===== src/rtl/fpd_pkg.sv =====
`timescale 1ns/1ps
package fpd_pkg;

   // Unit codes; the shared port reports these on shr_unit.
   typedef enum logic [1:0] {
      FU_ADD  = 2'b00,
      FU_MUL  = 2'b01,
      FU_DIV  = 2'b10,
      FU_SQRT = 2'b11
   } fu_e;

   localparam int ISSUE_N = 2;

endpackage


===== src/rtl/fpd_wake_match.sv =====
`timescale 1ns/1ps
module fpd_wake_match #(
   parameter int TAG_W  = 6,
   parameter int WAKE_N = 2
) (
   input  logic [TAG_W-1:0]             tag,
   input  logic [WAKE_N-1:0]            wake_valid,
   input  logic [WAKE_N-1:0][TAG_W-1:0] wake_tag,
   output logic                         hit
);

   logic [WAKE_N-1:0] lane_hit;

   for (genvar w = 0; w < WAKE_N; w++) begin : g_lane
      assign lane_hit[w] = wake_valid[w] && (wake_tag[w] == tag);
   end

   assign hit = |lane_hit;

endmodule


===== src/rtl/fpd_free_alloc.sv =====
`timescale 1ns/1ps
module fpd_free_alloc #(
   parameter int DEPTH = 16
) (
   input  logic [DEPTH-1:0]             vld,
   output logic [DEPTH-1:0]             first,
   output logic [DEPTH-1:0]             second,
   output logic [$clog2(DEPTH+1)-1:0]   free_cnt
);

   localparam int CNT_W = $clog2(DEPTH+1);

   logic [DEPTH-1:0] free_v;
   logic [DEPTH-1:0] rest;

   always_comb begin
      free_v = ~vld;
      // lowest set bit of the free vector, then the lowest of what remains
      first  = free_v & (~free_v + 1'b1);
      rest   = free_v & ~first;
      second = rest & (~rest + 1'b1);
   end

   always_comb begin
      free_cnt = '0;
      for (int i = 0; i < DEPTH; i++) begin
         free_cnt = free_cnt + CNT_W'(free_v[i]);
      end
   end

endmodule


===== src/rtl/fpd_age_pick.sv =====
`timescale 1ns/1ps
module fpd_age_pick #(
   parameter int DEPTH = 16
) (
   input  logic [DEPTH-1:0]            elig,
   input  logic [DEPTH-1:0][DEPTH-1:0] older,
   output logic [DEPTH-1:0]            grant,
   output logic                        found,
   output logic [$clog2(DEPTH)-1:0]    idx
);

   localparam int IDX_W = $clog2(DEPTH);

   // older[i][j] set: entry j entered before entry i
   for (genvar i = 0; i < DEPTH; i++) begin : g_row
      assign grant[i] = elig[i] & ~(|(elig & older[i]));
   end

   assign found = |grant;

   always_comb begin
      idx = '0;
      for (int i = 0; i < DEPTH; i++) begin
         if (grant[i]) idx = IDX_W'(i);
      end
   end

endmodule


===== src/rtl/fp_shelf_dispatch.sv =====
`timescale 1ns/1ps
module fp_shelf_dispatch
   import fpd_pkg::*;
#(
   parameter int DEPTH  = 16,
   parameter int TAG_W  = 6,
   parameter int WAKE_N = 2
) (
   input  logic                          clk,
   input  logic                          rst_n,
   input  logic                          flush,
   input  logic [1:0]                    iss_valid,
   input  logic [1:0][1:0]               iss_unit,
   input  logic [1:0][TAG_W-1:0]         iss_src0,
   input  logic [1:0]                    iss_src0_rdy,
   input  logic [1:0][TAG_W-1:0]         iss_src1,
   input  logic [1:0]                    iss_src1_rdy,
   input  logic [1:0][TAG_W-1:0]         iss_dst,
   output logic                          iss_ready,
   input  logic [WAKE_N-1:0]             wake_valid,
   input  logic [WAKE_N-1:0][TAG_W-1:0]  wake_tag,
   input  logic                          div_busy,
   input  logic                          sqrt_busy,
   output logic                          add_valid,
   output logic [TAG_W-1:0]              add_src0,
   output logic [TAG_W-1:0]              add_src1,
   output logic [TAG_W-1:0]              add_dst,
   output logic                          shr_valid,
   output logic [1:0]                    shr_unit,
   output logic [TAG_W-1:0]              shr_src0,
   output logic [TAG_W-1:0]              shr_src1,
   output logic [TAG_W-1:0]              shr_dst
);

   localparam int IDX_W = $clog2(DEPTH);
   localparam int CNT_W = $clog2(DEPTH+1);

   // elaboration-time parameter checks
   if (DEPTH < 2 || DEPTH > 64) begin : g_bad_depth
      $error("fp_shelf_dispatch: DEPTH must lie in 2..64");
   end
   if (TAG_W < 1) begin : g_bad_tag
      $error("fp_shelf_dispatch: TAG_W must be at least 1");
   end
   if (WAKE_N < 1) begin : g_bad_wake
      $error("fp_shelf_dispatch: WAKE_N must be at least 1");
   end
   if (ISSUE_N != 2) begin : g_bad_issue
      $error("fp_shelf_dispatch: issue width is fixed at two slots");
   end

   // ---------------- entry state ----------------
   logic [DEPTH-1:0]             vld_q;
   logic [DEPTH-1:0]             r0_q;
   logic [DEPTH-1:0]             r1_q;
   logic [DEPTH-1:0][DEPTH-1:0]  older_q;
   fu_e                          unit_q [DEPTH];
   logic [TAG_W-1:0]             s0_q   [DEPTH];
   logic [TAG_W-1:0]             s1_q   [DEPTH];
   logic [TAG_W-1:0]             dst_q  [DEPTH];

   // ---------------- wakeup match ----------------
   logic [DEPTH-1:0] hit0, hit1;
   logic [1:0]       ihit0, ihit1;

   for (genvar e = 0; e < DEPTH; e++) begin : g_ent_wake
      fpd_wake_match #(.TAG_W(TAG_W), .WAKE_N(WAKE_N)) u_m0 (
         .tag(s0_q[e]), .wake_valid(wake_valid), .wake_tag(wake_tag), .hit(hit0[e]));
      fpd_wake_match #(.TAG_W(TAG_W), .WAKE_N(WAKE_N)) u_m1 (
         .tag(s1_q[e]), .wake_valid(wake_valid), .wake_tag(wake_tag), .hit(hit1[e]));
   end

   for (genvar k = 0; k < ISSUE_N; k++) begin : g_iss_wake
      fpd_wake_match #(.TAG_W(TAG_W), .WAKE_N(WAKE_N)) u_m0 (
         .tag(iss_src0[k]), .wake_valid(wake_valid), .wake_tag(wake_tag), .hit(ihit0[k]));
      fpd_wake_match #(.TAG_W(TAG_W), .WAKE_N(WAKE_N)) u_m1 (
         .tag(iss_src1[k]), .wake_valid(wake_valid), .wake_tag(wake_tag), .hit(ihit1[k]));
   end

   // ---------------- eligibility ----------------
   logic [DEPTH-1:0] rdy;
   logic [DEPTH-1:0] elig_add;
   logic [DEPTH-1:0] elig_shr;

   always_comb begin
      for (int e = 0; e < DEPTH; e++) begin
         rdy[e]      = vld_q[e] & r0_q[e] & r1_q[e];
         elig_add[e] = rdy[e] & (unit_q[e] == FU_ADD);
         unique case (unit_q[e])
            FU_MUL:  elig_shr[e] = rdy[e];
            FU_DIV:  elig_shr[e] = rdy[e] & ~div_busy;
            FU_SQRT: elig_shr[e] = rdy[e] & ~sqrt_busy;
            default: elig_shr[e] = 1'b0;
         endcase
      end
   end

   // ---------------- oldest-first pick per port ----------------
   logic [DEPTH-1:0] add_grant, shr_grant;
   logic             add_found, shr_found;
   logic [IDX_W-1:0] add_idx, shr_idx;

   fpd_age_pick #(.DEPTH(DEPTH)) u_add_pick (
      .elig(elig_add), .older(older_q),
      .grant(add_grant), .found(add_found), .idx(add_idx));

   fpd_age_pick #(.DEPTH(DEPTH)) u_shr_pick (
      .elig(elig_shr), .older(older_q),
      .grant(shr_grant), .found(shr_found), .idx(shr_idx));

   assign add_valid = add_found & ~flush;
   assign add_src0  = s0_q[add_idx];
   assign add_src1  = s1_q[add_idx];
   assign add_dst   = dst_q[add_idx];

   assign shr_valid = shr_found & ~flush;
   assign shr_unit  = unit_q[shr_idx];
   assign shr_src0  = s0_q[shr_idx];
   assign shr_src1  = s1_q[shr_idx];
   assign shr_dst   = dst_q[shr_idx];

   // ---------------- issue acceptance ----------------
   logic [DEPTH-1:0] free_first, free_second;
   logic [CNT_W-1:0] free_cnt;
   logic [1:0]       req_cnt;
   logic [1:0]       acc;
   logic [DEPTH-1:0] alloc0, alloc1;
   logic [DEPTH-1:0] deq, surv;

   fpd_free_alloc #(.DEPTH(DEPTH)) u_alloc (
      .vld(vld_q), .first(free_first), .second(free_second), .free_cnt(free_cnt));

   assign req_cnt   = {1'b0, iss_valid[0]} + {1'b0, iss_valid[1]};
   assign iss_ready = ~flush & (free_cnt >= CNT_W'(req_cnt));
   assign acc       = iss_valid & {2{iss_ready}};

   always_comb begin
      alloc0 = acc[0] ? free_first : '0;
      if (!acc[1])     alloc1 = '0;
      else if (acc[0]) alloc1 = free_second;
      else             alloc1 = free_first;
   end

   assign deq  = (add_valid ? add_grant : '0) | (shr_valid ? shr_grant : '0);
   assign surv = vld_q & ~deq;

   // ---------------- control state ----------------
   always_ff @(posedge clk or negedge rst_n) begin
      if (!rst_n) begin
         vld_q   <= '0;
         r0_q    <= '0;
         r1_q    <= '0;
         older_q <= '0;
      end else if (flush) begin
         vld_q   <= '0;
      end else begin
         vld_q <= surv | alloc0 | alloc1;
         for (int e = 0; e < DEPTH; e++) begin
            if (alloc0[e]) begin
               r0_q[e]    <= iss_src0_rdy[0] | ihit0[0];
               r1_q[e]    <= iss_src1_rdy[0] | ihit1[0];
               older_q[e] <= surv;
            end else if (alloc1[e]) begin
               r0_q[e]    <= iss_src0_rdy[1] | ihit0[1];
               r1_q[e]    <= iss_src1_rdy[1] | ihit1[1];
               older_q[e] <= surv | alloc0;
            end else begin
               r0_q[e]    <= r0_q[e] | hit0[e];
               r1_q[e]    <= r1_q[e] | hit1[e];
               older_q[e] <= older_q[e] & ~(alloc0 | alloc1);
            end
         end
      end
   end

   // ---------------- payload state ----------------
   always_ff @(posedge clk) begin
      for (int e = 0; e < DEPTH; e++) begin
         if (alloc0[e]) begin
            unit_q[e] <= fu_e'(iss_unit[0]);
            s0_q[e]   <= iss_src0[0];
            s1_q[e]   <= iss_src1[0];
            dst_q[e]  <= iss_dst[0];
         end else if (alloc1[e]) begin
            unit_q[e] <= fu_e'(iss_unit[1]);
            s0_q[e]   <= iss_src0[1];
            s1_q[e]   <= iss_src1[1];
            dst_q[e]  <= iss_dst[1];
         end
      end
   end

endmodule


===== config.mk =====
export PLATFORM = sky130hd
export DESIGN_NAME = fp_shelf_dispatch
export DESIGN_NICKNAME = d
export VERILOG_FILES = /design/src/rtl/fpd_pkg.sv /design/src/rtl/fpd_wake_match.sv /design/src/rtl/fpd_free_alloc.sv /design/src/rtl/fpd_age_pick.sv /design/src/rtl/fp_shelf_dispatch.sv
export SDC_FILE = /design/constraint.sdc
export NUM_CORES = 2
export LEC_CHECK = 0
export CORE_MARGIN = 3
export CORE_UTILIZATION = 55
export DETAILED_ROUTE_END_ITERATION = 6
export PLACE_DENSITY = 0.76
export SYNTH_ARGS = -nofsm -noshare
export SYNTH_HDL_FRONTEND = slang
export SYNTH_HIERARCHICAL = 1
export SYNTH_SLANG_ARGS = --single-unit

===== constraint.sdc =====
create_clock -name clk -period 9.07 [get_ports clk]
set_input_delay 2.721 -clock clk [delete_from_list [all_inputs] [get_ports clk]]
set_output_delay 2.721 -clock clk [all_outputs]
set_load 0.01 [all_outputs]

==> Word level (Yosys, flattened, before mapping) <==
Memories as Yosys holds them, arrays and structs flattened.
Cells that the tools add are included.
{ "totals": {"regBits": 304, "latchBits": 0, "mem_bits_rw": 320, "romBits": 0, "output_inout_bits": 41, "mem_count": 4} }
{ "op_classes": {"addsub": 18, "multipliers": 0, "div": 0, "n_lt_le_gt_ge": 1, "eq_ne": 120, "shift": 0, "muxes": 292, "bitwise_logic": 313, "reduce_logical": 158} }
{ "mem_list": {"columns": ["memory", "words", "word_bits", "rd", "rd_clocked_by_memory_dff", "wr", "line", "source"], "rows": [
  ["dst_q", 16, 6, 2, 0, 16, "fp_shelf_dispatch.sv:60", "logic [TAG_W-1:0] dst_q [DEPTH];"],
  ["s0_q", 16, 6, 18, 0, 16, "fp_shelf_dispatch.sv:58", "logic [TAG_W-1:0] s0_q [DEPTH];"],
  ["s1_q", 16, 6, 18, 0, 16, "fp_shelf_dispatch.sv:59", "logic [TAG_W-1:0] s1_q [DEPTH];"],
  ["unit_q", 16, 2, 17, 0, 16, "fp_shelf_dispatch.sv:57", "fu_e unit_q [DEPTH];"]
]} }
{ "ops": {"columns": ["operator", "n"], "rows": [
  ["16-bit bitwise AND", 52],
  ["16-bit 2-to-1 mux", 38],
  ["16-bit OR reduction", 34],
  ["6-bit == test", 72],
  ["6-bit 2-to-1 mux", 48],
  ["1-bit 2-to-1 mux", 146],
  ["1-bit bitwise AND", 115],
  ["1-bit OR", 100],
  ["16-bit inverter", 6],
  ["1-bit logical AND", 72],
  ["2-bit OR reduction", 36],
  ["5-bit by 1-bit adder with 5-bit output", 14],
  ["2-bit == test, second input constant", 32],
  ["4-bit 2-to-1 mux", 16],
  ["16-bit OR", 4],
  ["1-bit case mux with 3 select lines", 16],
  ["2-bit 2-to-1 mux", 20],
  ["1-bit inverter", 35],
  ["16-bit by 1-bit adder with 16-bit output, second input constant", 2],
  ["2-bit by 1-bit == test with 1-bit output, second input constant", 16],
  ["2-bit zero test", 16],
  ["3-bit 2-to-1 mux", 8],
  ["5-bit by 2-bit greater-or-equal comparator with 1-bit output", 1],
  ["1-bit by 1-bit adder with 2-bit output", 2],
  ["2-bit bitwise AND", 1]
]} }

==> Depth between registers and ports, before layout <==
{ "logic_depth": {"depth_word": 26, "depth_mapped": 23} }

==> Modules after synthesis <==
Netlist, hierarchy kept.
{ "modules_own_cells": {"columns": ["module", "n_inst", "cells_per_inst", "area_each_um2", "seq_area_each_um2"], "rows": [
  ["fp_shelf_dispatch", 1, 2596, 33756.1, 17216.5],
  ["fpd_wake_match", 36, 17, 133.9, 0.0],
  ["fpd_age_pick", 2, 348, 2235.9, 0.0],
  ["fpd_free_alloc", 1, 143, 1028.5, 0.0]
]} }

==> Worst setup path before layout <==
Ideal clock, no wire load.
{ "synth_path": {"path_kind": "input-to-output", "startpoint": "input port div_busy", "endpoint": "output port shr_src0[0]", "arrival_time_ns": 6.389, "required_ns": 6.349, "path_slack_ns": -0.040, "cell_stages": 14, "n_path_buf": 3, "path_cell_list": "inv_1 clkbuf_1 a21oi_1 a311oi_1 nor2b_1 nand4_1 or4_1 o211ai_2 a21oi_2 o31ai_2 clkbuf_1 buf_2 mux4_2 mux4_2"} }
{ "synth_between": {"elab_chain_cells": 23, "elab_cells_between_ends": 109} }
{ "synth_rtl": {"columns": ["element", "line", "source"], "rows": [
  ["start: declaration", "fp_shelf_dispatch.sv:22", "input logic div_busy,"],
  ["1-bit inverter (*)", "fp_shelf_dispatch.sv:91", "FU_DIV: elig_shr[e] = rdy[e] & ~div_busy;"],
  ["1-bit bitwise AND (*)", "fp_shelf_dispatch.sv:91", null],
  ["1-bit case mux with 3 select lines (*)", "fp_shelf_dispatch.sv:89", "unique case (unit_q[e])"],
  ["via elig_shr[1]", "fp_shelf_dispatch.sv:83", "logic [DEPTH-1:0] elig_shr;"],
  ["16-bit bitwise AND", "fpd_age_pick.sv:16", "assign grant[i] = elig[i] & ~(|(elig & older[i]));"],
  ["16-bit OR reduction", "fpd_age_pick.sv:16", null],
  ["1-bit inverter", "fpd_age_pick.sv:16", null],
  ["1-bit bitwise AND", "fpd_age_pick.sv:16", null],
  ["1-bit 2-to-1 mux", "fpd_age_pick.sv:24", "if (grant[i]) idx = IDX_W'(i);"],
  ["2-bit 2-to-1 mux (2 in a row)", "fpd_age_pick.sv:24", null],
  ["3-bit 2-to-1 mux (4 in a row)", "fpd_age_pick.sv:24", null],
  ["4-bit 2-to-1 mux (7 in a row)", "fpd_age_pick.sv:24", null],
  ["4-bit 2-to-1 mux (*)", "fpd_age_pick.sv:24", null],
  ["via shr_idx[0]", "fp_shelf_dispatch.sv:101", "logic [IDX_W-1:0] add_idx, shr_idx;"],
  ["memory read 16 x 6 bit (*)", null, null],
  ["end: declaration", "fp_shelf_dispatch.sv:30", "output logic [TAG_W-1:0] shr_src0,"]
]} }
Mark *: on every way through the listed nets, which the timed path passes. The rest lies on a longest branch.

==> Worst setup path in the final report <==
{ "layout_path": {"startpoint": "input port div_busy", "endpoint": "output port shr_src1[3]"} }
{ "layout_between": {"elab_chain_cells": 23, "elab_cells_between_ends": 109} }
{ "layout_rtl": {"columns": ["element", "line", "source"], "rows": [
  ["1-bit inverter (*)", "fp_shelf_dispatch.sv:91", null],
  ["1-bit bitwise AND (*)", "fp_shelf_dispatch.sv:91", null],
  ["1-bit case mux with 3 select lines (*)", "fp_shelf_dispatch.sv:89", null],
  ["via elig_shr[14]", "fp_shelf_dispatch.sv:83", null],
  ["16-bit bitwise AND", "fpd_age_pick.sv:16", null],
  ["16-bit OR reduction", "fpd_age_pick.sv:16", null],
  ["1-bit inverter", "fpd_age_pick.sv:16", null],
  ["1-bit bitwise AND", "fpd_age_pick.sv:16", null],
  ["1-bit 2-to-1 mux", "fpd_age_pick.sv:24", null],
  ["2-bit 2-to-1 mux (2 in a row)", "fpd_age_pick.sv:24", null],
  ["3-bit 2-to-1 mux (4 in a row)", "fpd_age_pick.sv:24", null],
  ["4-bit 2-to-1 mux (7 in a row)", "fpd_age_pick.sv:24", null],
  ["4-bit 2-to-1 mux (*)", "fpd_age_pick.sv:24", null],
  ["via shr_idx[0]", "fp_shelf_dispatch.sv:101", null],
  ["memory read 16 x 6 bit (*)", null, null],
  ["end: declaration", "fp_shelf_dispatch.sv:31", "output logic [TAG_W-1:0] shr_src1,"]
]} }
Marked as above.

==> run summary <==
The die boundary width was 289 um; the number of buffers inserted for hold repair after clock tree synthesis was 0. The tools report the clock net sink count as 624. The filler cells instantiated in the layout total 6116. In the final layout, the multi-input gates occupy 25400 um^2. During synthesis, Yosys emitted a total of 6 warnings. The synthesized design contains 320 enable-type register cells. The run gives 101 as the number of different library cells in the post-synthesis netlist. STA puts the critical path data required time at 6.35 ns. Area added between synthesis and finish: 16.4%. Walking the worst path, the cells encountered are buf_8 > inv_4 > buf_6 > buf_8 > a21oi_4 > a311oi_4 > buf_6 > buf_12 > buf_16 > buf_12 > nand2_4 > nand4_1 > or4_4 > o211ai_4 > a21oi_4 > o31ai_4 > buf_12 > buf_16 > buf_16 > buf_12 > mux4_2 > mux4_2 > buf_6.

The path category of the worst min-delay check was reg -> reg. When the netlist entered floorplanning its net count stood at 4134. The H-tree was split into 3 levels. The number of standard cells after synthesis is 4047.

Of all nets on the critical path, the largest fanout is 7. The synthesized-area fraction occupied by ao, oa, aoi and oai cells is 14.7%. The most common cell after layout, fill and taps aside is sky130_fd_sc_hd__xnor2_1.

The net total in the final layout is 4366, and the achievable clock frequency is 104 MHz. After detailed routing, the average wire length per cell comes to 38.7 um. The tools report the via count of the first global-routing pass as 40000. After legalization and detailed placement, the total HPWL measured 137000 um.

In the layout the commonest cells are sky130_fd_sc_hd__xnor2_1, sky130_fd_sc_hd__nand2_1, sky130_fd_sc_hd__buf_4, sky130_fd_sc_hd__edfxtp_1, sky130_fd_sc_hd__dfrtp_1. The slowest stage of the critical path is the sky130_fd_sc_hd__or4_4 cell. Once layout is done, the placed cells without fillers occupy 51300 um^2.

The run gives -1.22 ns as the pre-CTS setup slack. The tools report the signal arrival time at the worst endpoint as 6.86 ns. For the worst hold slack, the log shows 0.512 ns. The die is 289 um tall. Clock tree synthesis inserted a total of 73 buffers.

After clock tree synthesis, the clock-pin slew on the worst setup and hold paths is 0.06 ns. The critical path class was in -> out. The tools report the root buffer selected by CTS as sky130_fd_sc_hd__clkbuf_16. After synthesis, the share of cell area in mux cells is 18.8%. The run gives 3 as the maximum clock insertion buffer count.

In this run, synthesis produced a sequential element count of 624. The remaining antenna violation count is 0. The die covers 83600 um^2. In this design, the stage delay of the slowest critical-path cell is 0.58 ns. For the total number of vias, the log shows 41500. The critical path contains buffers and inverters numbering 13 combined.

The non-filler instance count after layout came out at 5392. The design draws 7.68 mW. The actual transition at the worst max-transition pin was 1.25 ns; the count of TritonRoute iterations in the first routing pass was 7. By area, the combinational part of the netlist is dominated by multiplexers.

The post-route netlist has 28.7% of its cells at a drive strength greater than 1. In this run the mean area of a mapped cell was 10.9 um^2. The run gives 5214 as the number of placed instances, taps included. The storage element area is 17200 um^2.

Synthesized-area fraction occupied by adder cells: 0.837%. The floorplan has 103 rows. The final critical-path share of the clock period came out at 106%.

In the post-synthesis netlist, the biggest area contributors are sky130_fd_sc_hd__edfxtp_1, sky130_fd_sc_hd__dfrtp_1, sky130_fd_sc_hd__mux4_2, sky130_fd_sc_hd__xnor2_1, sky130_fd_sc_hd__mux2_2. The run finished, with violations left. The synthesized netlist devotes 8.62% of its cell area to XOR and XNOR gates. The first global-routing pass estimated 293000 um of wire. After synthesis, flip-flops and latches occupy 39.1% of the total area. The most repeated library cell on the critical path was sky130_fd_sc_hd__buf_12. On the critical path the largest part of the delay comes from buffers and inverters. The synthesized design devotes to its leading area cell type 21.8% of total area. The fraction of synthesis flops using an asynchronous set or reset pin was 48.7%; the via density per instance was 7.70. Most frequently used flop master after synthesis: sky130_fd_sc_hd__edfxtp_1. At the later pin of the worst-skew pair, clock insertion delay measures 0.66 ns. The initial utilization of the core area, before any placement, comes to 55.7%.

The netlist area before placement came out at 44100 um^2. Summed over all instances, the cell type with the most area after synthesis is sky130_fd_sc_hd__edfxtp_1. Initial antenna violation count: 13. TritonCTS built the clock tree. The total overflow left after global routing is 0. The setup clock skew after layout is 0.0303 ns, and the total placed instance area is 47900 um^2.

For the area of the placeable core, the log shows 79100 um^2. The tools report the count of final hold-check violations as 0. Count of input and output buffers: 105. Setup violations remaining at the end of the flow were counted as 20. The worst IR drop on VDD is 0.137 mV. The worst setup path is launched from an input pin. The maximum number of pins on one net before global-route repair came out at 156. Total DRC errors in the routed layout: 6. The smallest clock period supported by the final layout is computed as 9.58 ns. Slack of the critical path: -0.508 ns.

The final reports fail on design-rule violations, negative setup slack. Power density normalized to cell area: 150 nW/um^2. The worst-case headroom to the max-slew limit was 15.9%.

Setup repair after global routing could not meet its margin everywhere. The global-route usage over all layers was 49.3%. The first routing iteration left 7237 violations. The logs give 0 for the number of max-slew violations in the final report and 0 for the number of max-capacitance violations reported.

The tools report the count of boundary I/O pins as 106. Of the total synthesized cell area, the portion taken by AND, OR, NAND and NOR gates is 13.2%. The final routed wirelength across all metal layers is 209000 um.

At the end of routability-driven placement, the weighted congestion stood at 1.05. STA classifies the critical path endpoint as a primary output. The tools report the static leakage as 18.4 nW.
-- synth_stat cells, types with 9 or more instances --
| library cell | n |
|---|---|
| sky130_fd_sc_hd__a31oi_1 | 24 |
| sky130_fd_sc_hd__o21ai_0 | 235 |
| sky130_fd_sc_hd__buf_6 | 47 |
| sky130_fd_sc_hd__clkbuf_1 | 141 |
| sky130_fd_sc_hd__o22ai_1 | 44 |
| sky130_fd_sc_hd__buf_1 | 9 |
| sky130_fd_sc_hd__o31ai_1 | 12 |
| sky130_fd_sc_hd__a22oi_1 | 137 |
| sky130_fd_sc_hd__a2bb2oi_1 | 19 |
| sky130_fd_sc_hd__a21o_1 | 13 |
| sky130_fd_sc_hd__fa_1 | 11 |
| sky130_fd_sc_hd__mux4_2 | 190 |
| sky130_fd_sc_hd__nor4_1 | 21 |
| sky130_fd_sc_hd__and2_1 | 9 |
| sky130_fd_sc_hd__nor4_4 | 9 |
| sky130_fd_sc_hd__o21a_1 | 78 |
| sky130_fd_sc_hd__nand3_1 | 213 |
| sky130_fd_sc_hd__inv_1 | 52 |
| sky130_fd_sc_hd__o21ai_1 | 13 |
| sky130_fd_sc_hd__mux2_4 | 40 |
| sky130_fd_sc_hd__ha_1 | 11 |
| sky130_fd_sc_hd__nor2b_1 | 23 |
| sky130_fd_sc_hd__a311oi_1 | 18 |
| sky130_fd_sc_hd__nor4_2 | 12 |
| sky130_fd_sc_hd__mux2_2 | 296 |
| sky130_fd_sc_hd__xnor2_1 | 434 |
| sky130_fd_sc_hd__nor3_1 | 37 |
| sky130_fd_sc_hd__buf_2 | 107 |
| sky130_fd_sc_hd__a22o_1 | 121 |
| sky130_fd_sc_hd__or4_1 | 11 |
| sky130_fd_sc_hd__inv_2 | 10 |
| sky130_fd_sc_hd__a32oi_1 | 12 |
| sky130_fd_sc_hd__a21oi_1 | 104 |
| sky130_fd_sc_hd__dfrtp_1 | 304 |
| sky130_fd_sc_hd__o211ai_1 | 12 |
| sky130_fd_sc_hd__nor2_1 | 128 |
| sky130_fd_sc_hd__a32o_1 | 11 |
| sky130_fd_sc_hd__nand4b_1 | 16 |
| sky130_fd_sc_hd__buf_4 | 29 |
| sky130_fd_sc_hd__nand2_1 | 356 |
| sky130_fd_sc_hd__nand4_1 | 187 |
| sky130_fd_sc_hd__edfxtp_1 | 320 |
-- logic make-up after synthesis --
family,Yosys count
xor+xnor,434
mux,533
simple gates,1099
fa+ha+maj,23
buf+inv,401
flops,624
other cells,1
compound gates,932
-- final cells by class --
cell class	instances	area share [%]
flip-flops and latches	624	33.6
clock inverters	42	1.07
clock buffers	91	3.81
diodes	5	0.0244
repair buffers	492	9.05
multi-input cells	3022	49.4
well taps	1050	2.56
inverters	66	0.488
-- where the power goes --
group          switching, mW  total, mW  internal, mW
Combinational          0.757       1.31         0.556
Clock                   1.36       3.17          1.81
Sequential             0.121       3.20          3.08
Total                   2.23       7.68          5.45
-- metal layers --
metal	track usage, %	wire (um)	vias to the layer above
met4	37.6	20900	18
met2	70.6	86100	4253
li1	-	-	16000
met5	0.0581	113	-
met3	20.4	32800	1293
met1	59.1	68800	20000
-- final timing paths --
check	cells after the start	endpoint	startpoint	slack, ns
setup / recovery	23	shr_src1[3]	div_busy	-0.51
hold reg to reg	2	older_q[34]	older_q[34]	0.51
hold / removal	2	older_q[34]	older_q[34]	0.51
max in group asynchronous	2	older_q[148]	rst_n	5.52
setup reg to reg	15	dst_q[13][2]	vld_q[8]	1.42
min in group asynchronous	1	older_q[27]	rst_n	2.03
-- worst reg2reg max path, stage by stage (launching register included) --
cell and delay (ns):
sky130_fd_sc_hd__dfrtp_1 0.84, sky130_fd_sc_hd__inv_1 0.20, sky130_fd_sc_hd__fa_1 0.59, sky130_fd_sc_hd__fa_1 0.45
sky130_fd_sc_hd__fa_1 0.50, sky130_fd_sc_hd__inv_1 0.05, sky130_fd_sc_hd__fa_1 0.47, sky130_fd_sc_hd__fa_1 0.43
sky130_fd_sc_hd__fa_1 0.55, sky130_fd_sc_hd__inv_1 0.04, sky130_fd_sc_hd__ha_1 0.26, sky130_fd_sc_hd__inv_1 0.08
sky130_fd_sc_hd__o21ai_4 0.55, sky130_fd_sc_hd__nand3_1 0.82, sky130_fd_sc_hd__inv_2 1.00, sky130_fd_sc_hd__buf_4 0.48
-- metrics by stage --
stage          utilization, %  setup TNS [ns]
6_report                 64.8           -8.20
5_1_grt                  64.8           -8.92
4_1_cts                  64.4           -7.92
3_5_place_dp             60.5          -24.05
3_3_place_gp             60.5          -24.44
2_1_floorplan               -               0
-- flip-flops by register name, indices dropped and copies added, names as in the netlist --
register / count
dst_q: 96
s1_q: 96
r1_q: 16
vld_q: 16
older_q: 256
r0_q: 16
s0_q: 96
unit_q: 32
-- repair_timing --
item	in CTS	in global routing
gates resized for setup	145	43
pin swaps	12	24
hold endpoints to repair	0	0
setup buffers	19	19
gates cloned	6	1
endpoints found under the setup margin	21	20
Note: power is estimated with default switching activity, not from simulation.
